--- config.mk ---
export PLATFORM = sky130hd
export DESIGN_NAME = rgb_word_packer
export DESIGN_NICKNAME = d
export VERILOG_FILES = /design/src/rtl/rgb_word_packer.sv
export SDC_FILE = /design/constraint.sdc
export NUM_CORES = 1
export LEC_CHECK = 0
export BUFFER_PORTS_ARGS = -buffer_cell sky130_fd_sc_hd__buf_4
export CORE_ASPECT_RATIO = 1.75
export CORE_MARGIN = 2
export CORE_UTILIZATION = 40
export DETAILED_ROUTE_END_ITERATION = 10
export MAX_ROUTING_LAYER = met4
export PLACE_DENSITY = 0.63
export SYNTH_ARGS = -nofsm -noshare
export SYNTH_HDL_FRONTEND = slang
export SYNTH_SLANG_ARGS = --single-unit
--- constraint.sdc ---
create_clock -name clk -period 5.1 [get_ports clk]
set_clock_uncertainty 0.05 [all_clocks]
set_input_delay 1.02 -clock clk [delete_from_list [all_inputs] [get_ports clk]]
set_output_delay 1.02 -clock clk [all_outputs]
set_load 0.03 [all_outputs]
--- src/rtl/rgb_word_packer.sv ---
module rgb_word_packer (
  input  logic        clk,
  input  logic        rst_n,
  input  logic        cfg_dense,
  input  logic        cfg_alpha_sel,
  input  logic [1:0]  cfg_swap,
  input  logic [1:0]  cfg_phase,
  input  logic        in_valid,
  output logic        in_ready,
  input  logic [7:0]  in_r,
  input  logic [7:0]  in_g,
  input  logic [7:0]  in_b,
  input  logic        in_key,
  input  logic [7:0]  in_alpha,
  input  logic        in_eol,
  output logic        out_valid,
  input  logic        out_ready,
  output logic [31:0] out_data,
  output logic [3:0]  out_be,
  output logic        out_last
);

  function automatic logic [31:0] swap_d(input logic [31:0] d, input logic [1:0] m);
    case (m)
      2'd0:    swap_d = d;
      2'd1:    swap_d = {d[23:16], d[31:24], d[7:0], d[15:8]};
      default: swap_d = {d[7:0], d[15:8], d[23:16], d[31:24]};
    endcase
  endfunction

  function automatic logic [3:0] swap_be(input logic [3:0] b, input logic [1:0] m);
    case (m)
      2'd0:    swap_be = b;
      2'd1:    swap_be = {b[2], b[3], b[0], b[1]};
      default: swap_be = {b[0], b[1], b[2], b[3]};
    endcase
  endfunction

  logic        line_start, flush_pend;
  logic        lat_dense, lat_asel;
  logic [1:0]  lat_swap;
  logic [1:0]  ptr;
  logic [31:0] acc_d;
  logic [3:0]  acc_be;

  wire slot_free = !out_valid || out_ready;
  assign in_ready = !flush_pend && slot_free;
  wire accept = in_valid && in_ready;

  wire       dense = line_start ? cfg_dense     : lat_dense;
  wire       asel  = line_start ? cfg_alpha_sel : lat_asel;
  wire [1:0] swp   = line_start ? cfg_swap      : lat_swap;
  wire [1:0] p     = line_start ? (cfg_dense ? cfg_phase : 2'd0) : ptr;
  wire [31:0] base_d  = line_start ? 32'd0 : acc_d;
  wire [3:0]  base_be = line_start ? 4'd0  : acc_be;

  wire [7:0]  alpha = asel ? in_alpha : {8{in_key}};
  wire [23:0] pix   = {in_r, in_g, in_b};
  wire [63:0] m_d   = {32'd0, base_d} | ({40'd0, pix} << {p, 3'b000});
  wire [7:0]  m_be  = {4'd0, base_be} | (8'b0000_0111 << p);
  wire [2:0]  np    = {1'b0, p} + 3'd3;
  wire        wrap  = np[2];

  logic        emit, e_last, n_flush;
  logic [31:0] e_d, n_acc;
  logic [3:0]  e_be, n_be;
  logic [1:0]  n_ptr;

  always_comb begin
    emit    = 1'b0;
    e_d     = m_d[31:0];
    e_be    = m_be[3:0];
    e_last  = in_eol;
    n_acc   = m_d[31:0];
    n_be    = m_be[3:0];
    n_ptr   = np[1:0];
    n_flush = 1'b0;
    if (!dense) begin
      emit  = 1'b1;
      e_d   = {alpha, pix};
      e_be  = 4'hF;
      n_acc = 32'd0;
      n_be  = 4'd0;
      n_ptr = 2'd0;
    end else if (wrap) begin
      emit    = 1'b1;
      n_acc   = m_d[63:32];
      n_be    = m_be[7:4];
      e_last  = in_eol && (np[1:0] == 2'd0);
      n_flush = in_eol && (np[1:0] != 2'd0);
    end else if (in_eol) begin
      emit = 1'b1;
    end
    if (in_eol && !n_flush) begin
      n_acc = 32'd0;
      n_be  = 4'd0;
    end
  end

  always_ff @(posedge clk or negedge rst_n) begin
    if (!rst_n) begin
      line_start <= 1'b1;
      flush_pend <= 1'b0;
      lat_dense  <= 1'b0;
      lat_asel   <= 1'b0;
      lat_swap   <= 2'd0;
      ptr        <= 2'd0;
      acc_d      <= 32'd0;
      acc_be     <= 4'd0;
      out_valid  <= 1'b0;
      out_data   <= 32'd0;
      out_be     <= 4'd0;
      out_last   <= 1'b0;
    end else if (flush_pend && slot_free) begin
      out_valid  <= 1'b1;
      out_data   <= swap_d(acc_d, lat_swap);
      out_be     <= swap_be(acc_be, lat_swap);
      out_last   <= 1'b1;
      flush_pend <= 1'b0;
      acc_d      <= 32'd0;
      acc_be     <= 4'd0;
    end else if (accept) begin
      if (line_start) begin
        lat_dense <= cfg_dense;
        lat_asel  <= cfg_alpha_sel;
        lat_swap  <= cfg_swap;
      end
      line_start <= in_eol;
      acc_d      <= n_acc;
      acc_be     <= n_be;
      ptr        <= n_ptr;
      flush_pend <= n_flush;
      if (emit) begin
        out_valid <= 1'b1;
        out_data  <= swap_d(e_d, swp);
        out_be    <= swap_be(e_be, swp);
        out_last  <= e_last;
      end else if (out_ready) begin
        out_valid <= 1'b0;
      end
    end else if (out_ready) begin
      out_valid <= 1'b0;
    end
  end

endmodule


==> results of run 1 <==
## cell families (layout without fill, tap and decap cells)
family | Yosys count | in the layout | share of synthesized area
AO/OA/AOI/OAI | 346 | 346 | 0.3596
adder cells (fa/ha/maj) | 3 | 3 | 0.005905
buffers and inverters | 69 | 120 | 0.05117
flip-flops | 82 | 82 | 0.3230
multiplexers | 78 | 78 | 0.1321
AND/OR/NAND/NOR | 175 | 175 | 0.1283
## layer usage
| metal | part of all wire | GRT usage | up-vias |
|---|---|---|---|
| met5 | 0 | - | - |
| met4 | 0.080 | 0.2394 | 0 |
| met3 | 0.092 | 0.05474 | 121 |
| met2 | 0.48 | 0.5209 | 476 |
| met1 | 0.34 | 0.3631 | 3322 |
| li1 | - | - | 2994 |
## per-stage QoR
| stage | instances | util | area (sq um) | setup slack (ps) |
|---|---|---|---|---|
| floorplan | 753 | - | 6357 | 2477 |
| global placement | 980 | 0.4477 | 7039 | 1549 |
| detailed placement | 980 | 0.4477 | 7039 | 1501 |
| CTS | 993 | 0.4656 | 7321 | 1687 |
| global route | 993 | 0.4656 | 7321 | 1504 |
| finish | 993 | 0.4656 | 7321 | 1570 |
## state kept, by name, summed over array words and instances (netlist names)
name        count
acc_be          4
acc_d          32
flush_pend      1
lat_asel        1
lat_dense       1
lat_swap        2
line_start      1
out_be          4
out_data       32
out_last        1
out_valid       1
ptr             2
## cell type report
type / count / area, sq um
fillers: 1575 / 8402
multi-input cells: 602 / 3998
inverters: 14 / 52.55
flip-flops and latches: 82 / 2054
clock inverters: 3 / 42.54
repair buffers: 93 / 698.2
well taps: 189 / 236.5
clock buffers: 10 / 239.0
## worst paths after layout
check,endpoint,slack [ps],cells past startpoint
min in group asynchronous,acc_d[28],650,1
max in group asynchronous,acc_d[11],3330,2
hold / removal,out_be[3],430,2
setup reg to reg,out_data[8],1570,6
hold reg to reg,out_be[3],430,2
setup / recovery,out_data[8],1570,6
## cell usage after synthesis (all sizes together), types with 2 or more instances
cell / instances / area share
a22o: 14 / 0.019
a31oi: 39 / 0.038
o32ai: 2 / 0.0087
mux2i: 37 / 0.059
nor2: 8 / 0.0047
a221o: 7 / 0.011
a311o: 2 / 0.0031
a211oi: 9 / 0.011
nand2b: 5 / 0.0049
and2: 9 / 0.0089
a21oi: 74 / 0.059
nand3: 23 / 0.020
nor3: 3 / 0.0031
buf: 29 / 0.027
nand2: 106 / 0.063
a21o: 7 / 0.0083
and3: 2 / 0.0028
dfrtp: 81 / 0.32
ha: 3 / 0.0059
o31ai: 9 / 0.013
a211o: 12 / 0.017
inv: 14 / 0.0083
clkbuf: 26 / 0.016
a221oi: 11 / 0.015
mux2: 41 / 0.073
nor2b: 13 / 0.013
o22ai: 2 / 0.0020
o221ai: 26 / 0.036
o21ai: 97 / 0.076
a311oi: 2 / 0.0028
o211ai: 27 / 0.032
## report_power, final
group | total (uW) | internal (uW) | switching [uW]
logic | 2420 | 846 | 1570
registers | 1180 | 874 | 303
clock network | 661 | 384 | 277
total | 4260 | 2100 | 2150
## worst reg2reg max path: stages (launching register included)
cell and delay [ps]:
dfstp_2 530, buf_4 410, inv_1 610, o31ai_4 1000, buf_4 410, o21ai_0 150, a31oi_1 280
==> reports/qor.csv, run 1 <==
metric,value,unit
outcome,"finished, final reports clean",
min-delay-start,out_be[3],
post_drt_wl_per_cell,26.98,um
async_flop_share,1.000,
cp-end-kind,flop,
drt-total-wl,26790,um
worstPathCellList,"buf_4, inv_1, o31ai_4, buf_4, o21ai_0, a31oi_1",
layout_commonest_cell,nand2_1,
min_period,3530,ps
drtIter0Drc,668,
numCtsBuffers,9,
startpoint,line_start,
hold_violations,0,
final_antenna_net_count,0,
grt_pass1_wl,40970,um
die_w,99.30,um
clock_sinks,82,
setup_viol,0,
post_cts_buffers,0,
seq_area_frac_synth,0.3230,
cts_max_path_buffers,2,
grt_pass1_vias,7056,
track_usage,0.3259,
cts_root_buf,clkbuf_16,
via_count,6913,
vias_per_cell,6.962,
yosysWarnings,0,
ios,83,
drc,0,
critPathKind,reg2reg,
finalSetupTns,0,ps
cts_tree,done,
rsz0062_at_grt,no,
vdd_drop_max,218.5,uV
ys_types,58,
path_buf_inv,3,
routabilityCongestion,1.010,
worst_pin_slew,1388,ps
antennaDiodeCount,0,
maxSlewViolCount,0,
hp-class,reg2reg,
ys.flop_type,dfrtp_1,
reg2reg_from,line_start,
hold_buffers,0,
grt_max_degree,48,
dp_hpwl,17850,um
leakagePower,0.003004,uW
drive_gt1_frac,0.2102,
fp.coreArea,15720,sq um
syn_avg_cell_area,8.443,sq um
die_area,16960,sq um
netlist_instances,753,
antenna_found_initial,0,
rows,61,
timing.slew.headroom,0.07268,
cp.arrival,3720,ps
nets,849,
crit_family,buffers and inverters,
firstDrtPassIters,6,
fin_crit_sh,0.6921,
port_buffers,82,
crit_path_top_delay_cell,o31ai_4,
cp_max_fo,33,
start_util,0.4043,
cp_data_required_time,5290,ps
synth_nets,800,
fin_total_pwr,4256,uW
cp_slowest_stage_delay,990,ps
clk_latency,340,ps
hold_ws,434.0,ps
power_per_cell_area,581.4,nW/um^2
die_h,170.8,um
worst_path_most_repeated_cell,buf_4,
synth_area,6357,sq um
start_kind,flop,
fmax,283.3,MHz
syn_to_final_growth,15.15,%
final_cell_mix,"104 x nand2_1, 94 x o21ai_0, 93 x buf_4, 80 x dfrtp_1, 72 x a21oi_1",
synth_edf_count,0,
cts.repair.resized,0,
ys_seq_elements,82,
gr-total-overflow,0,
cap_violations,0,
clkTransAtPathRegs,70,ps
htreeDepth,3,
No activity file was read; power rests on OpenSTA's default activity.
==> run 2, diff against run 1 <==
- ABC_AREA: not set -> 1
- clock period: 5.1 -> 3.3 ns (I/O delays scaled with it)
==> run 2 against run 1 <==
  * Sequential power grew 36%
  * Utilization grew 0.75 points
  * Combinational power grew 97%
  * Via count is 9.7% higher
  * Global-route usage shrank 1.2 points
  * Total power rose by 78%
  * Critical path depth is 4 higher
  * Critical path type unchanged
  * Critical endpoint is now out_data[4]
==> reports/qor.csv, run 2 <==
metric,value,unit
start_util,0.4054,
start_kind,flop,
clkTransAtPathRegs,70,ps
cts.repair.resized,0,
rsz0062_at_grt,no,
hold_violations,0,
vias_per_cell,6.114,
outcome,"finished, final reports clean",
die_w,99.66,um
pre_cts_slack,578.8,ps
antenna_found_initial,0,
routabilityCongestion,0.9472,
cp_max_fo,23,
maxSlewViolCount,0,
ys.flop_type,dfrtp_1,
ys_types,39,
cts_root_buf,clkbuf_16,
fin_crit_sh,0.8532,
post_cts_buffers,0,
cp-end-kind,flop,
numCtsBuffers,9,
yosysWarnings,0,
die_h,171.4,um
cts_tree,done,
fmax,355.2,MHz
synth_area_leaders,"dfrtp_1 32%, nand2_1 16%, nand3_1 15%",
syn_to_final_growth,16.70,%
layout_commonest_cell,nand2_1,
die_area,17080,sq um
clock_sinks,82,
hp-class,in2async,
cp_data_required_time,3490,ps
async_flop_share,1.000,
gr-total-overflow,0,
crit_path_top_delay_cell,nand2_2,
antennaDiodeCount,0,
synth_edf_count,0,
worst_pin_slew,786.8,ps
nets,1094,
netlist_top_cells_count,"272 x nand2_1, 190 x nand3_1, 81 x dfrtp_1",
netlist_instances,993,
critPathKind,reg2reg,
cap_violations,0,
layout_setup_ws,484.3,ps
vdd_drop_max,751.6,uV
cp_slowest_stage_delay,430,ps
setup_viol,0,
final_cell_mix,"272 x nand2_1, 190 x nand3_1, 104 x buf_4, 81 x dfrtp_1, 79 x a21oi_1",
synth_area,6405,sq um
synth_area_leader_cell,dfrtp_1,
grt_pass1_vias,6950,
drt-total-wl,26170,um
leakagePower,0.003725,uW
grt_pass1_wl,39520,um
final_antenna_net_count,0,
seq_area_frac_synth,0.3206,
yosysMostFrequentCell,nand2_1,
worstPathCellList,"inv_2, nand2_2, nand2_4, nand2_1, nand3_1, nand3_1, nand3_1, nand4_1, nand2_1, nand2_1",
grt_max_degree,71,
drc,0,
firstDrtPassIters,8,
clk_latency,350,ps
netlist.area_leader.share,0.3165,
cts_max_path_buffers,2,
fin_util,0.4731,
syn_avg_cell_area,6.450,sq um
cp.arrival,3010,ps
hold_buffers,0,
via_count,7587,
largestRegisters,"acc_d: 32 flops, out_data: 32 flops",
track_usage,0.3134,
synth_nets,1040,
drive_gt1_frac,0.1483,
drtIter0Drc,702,
power_per_cell_area,1012,nW/um^2
htreeDepth,3,
post_drt_wl_per_cell,21.09,um
min_period,2816,ps
finalSetupTns,0,ps
rows,61,
fp.coreArea,15800,sq um
ios,83,
dp_hpwl,18580,um
ys_seq_elements,82,
path_buf_inv,1,
timing.slew.headroom,0.4755,
crit_family,simple AND/OR/NAND/NOR gates,
port_buffers,82,
==> run 2: cell count changes in the layout (fill, tap and decap cells not counted), moves of 40 or more <==
cell     change
o21ai_0     -66
inv_1       +62
mux2_2      -40
nor2_1      +46
nand2_1    +168
nand3_1    +170
o22ai_1     +44
==> run 2: worst reg2reg max path, delay by kind of cell, from the launching register on <==
kind | cells | cell delay, ps
and+or+nand+nor | 9 | 1890
buffers and inverters | 1 | 400
DFF | 1 | 370
==> run 2: area by class of cell <==
type	instances	area, sq um
Fill cell	1683	8324
Multi-Input combinational cell	769	3735
Sequential cell	82	2053
Timing Repair Buffer	105	800.8
Inverter	80	305.3
Tap cell	189	236.5
Clock buffer	10	229.0
Clock inverter	6	115.1
==> run 2: worst paths after layout <==
kind | from | endpoint | slack (ps) | depth (start not counted)
setup / recovery | line_start | out_data[4] | 480 | 10
hold / removal | rst_n | out_be[1] | 280 | 1
setup reg to reg | line_start | out_data[4] | 480 | 10
hold reg to reg | out_data[13] | out_data[13] | 430 | 2
max in group asynchronous | rst_n | acc_d[28] | 2150 | 2
min in group clk | out_data[13] | out_data[13] | 430 | 2
==> run 2: cell families after synthesis <==
kind of cell,synth area share
flip-flops,0.3206
adder cells (fa/ha/maj),0.005861
AND/OR/NAND/NOR,0.3907
buffers and inverters,0.09631
AO/OA/AOI/OAI,0.1866
==> run 2: per-layer routing <==
layer  vias to the layer above  wire length [um]  GRT usage
li1                       3493                 -          -
met1                      3585              9419     0.3589
met2                       403             13110     0.5147
met3                       106              1634    0.03698
met4                         0              2010     0.2043
met5                         -                 0          -
==> run 2: through the flow <==
step	power, uW	cell area, sq um	hold WS, ps	instances
6_report	7564	7475	283.8	1241
5_1_grt	8001	7475	343.4	1241
4_1_cts	7488	7475	315.5	1241
3_5_place_dp	6284	7131	417.2	1225
3_3_place_gp	6291	7131	414.7	1225
2_1_floorplan	4719	6405	314.4	993
==> run 2: where the power goes <==
part	switching [uW]	internal [uW]
combinational	3350	1410
sequential	244	1360
clock	464	744
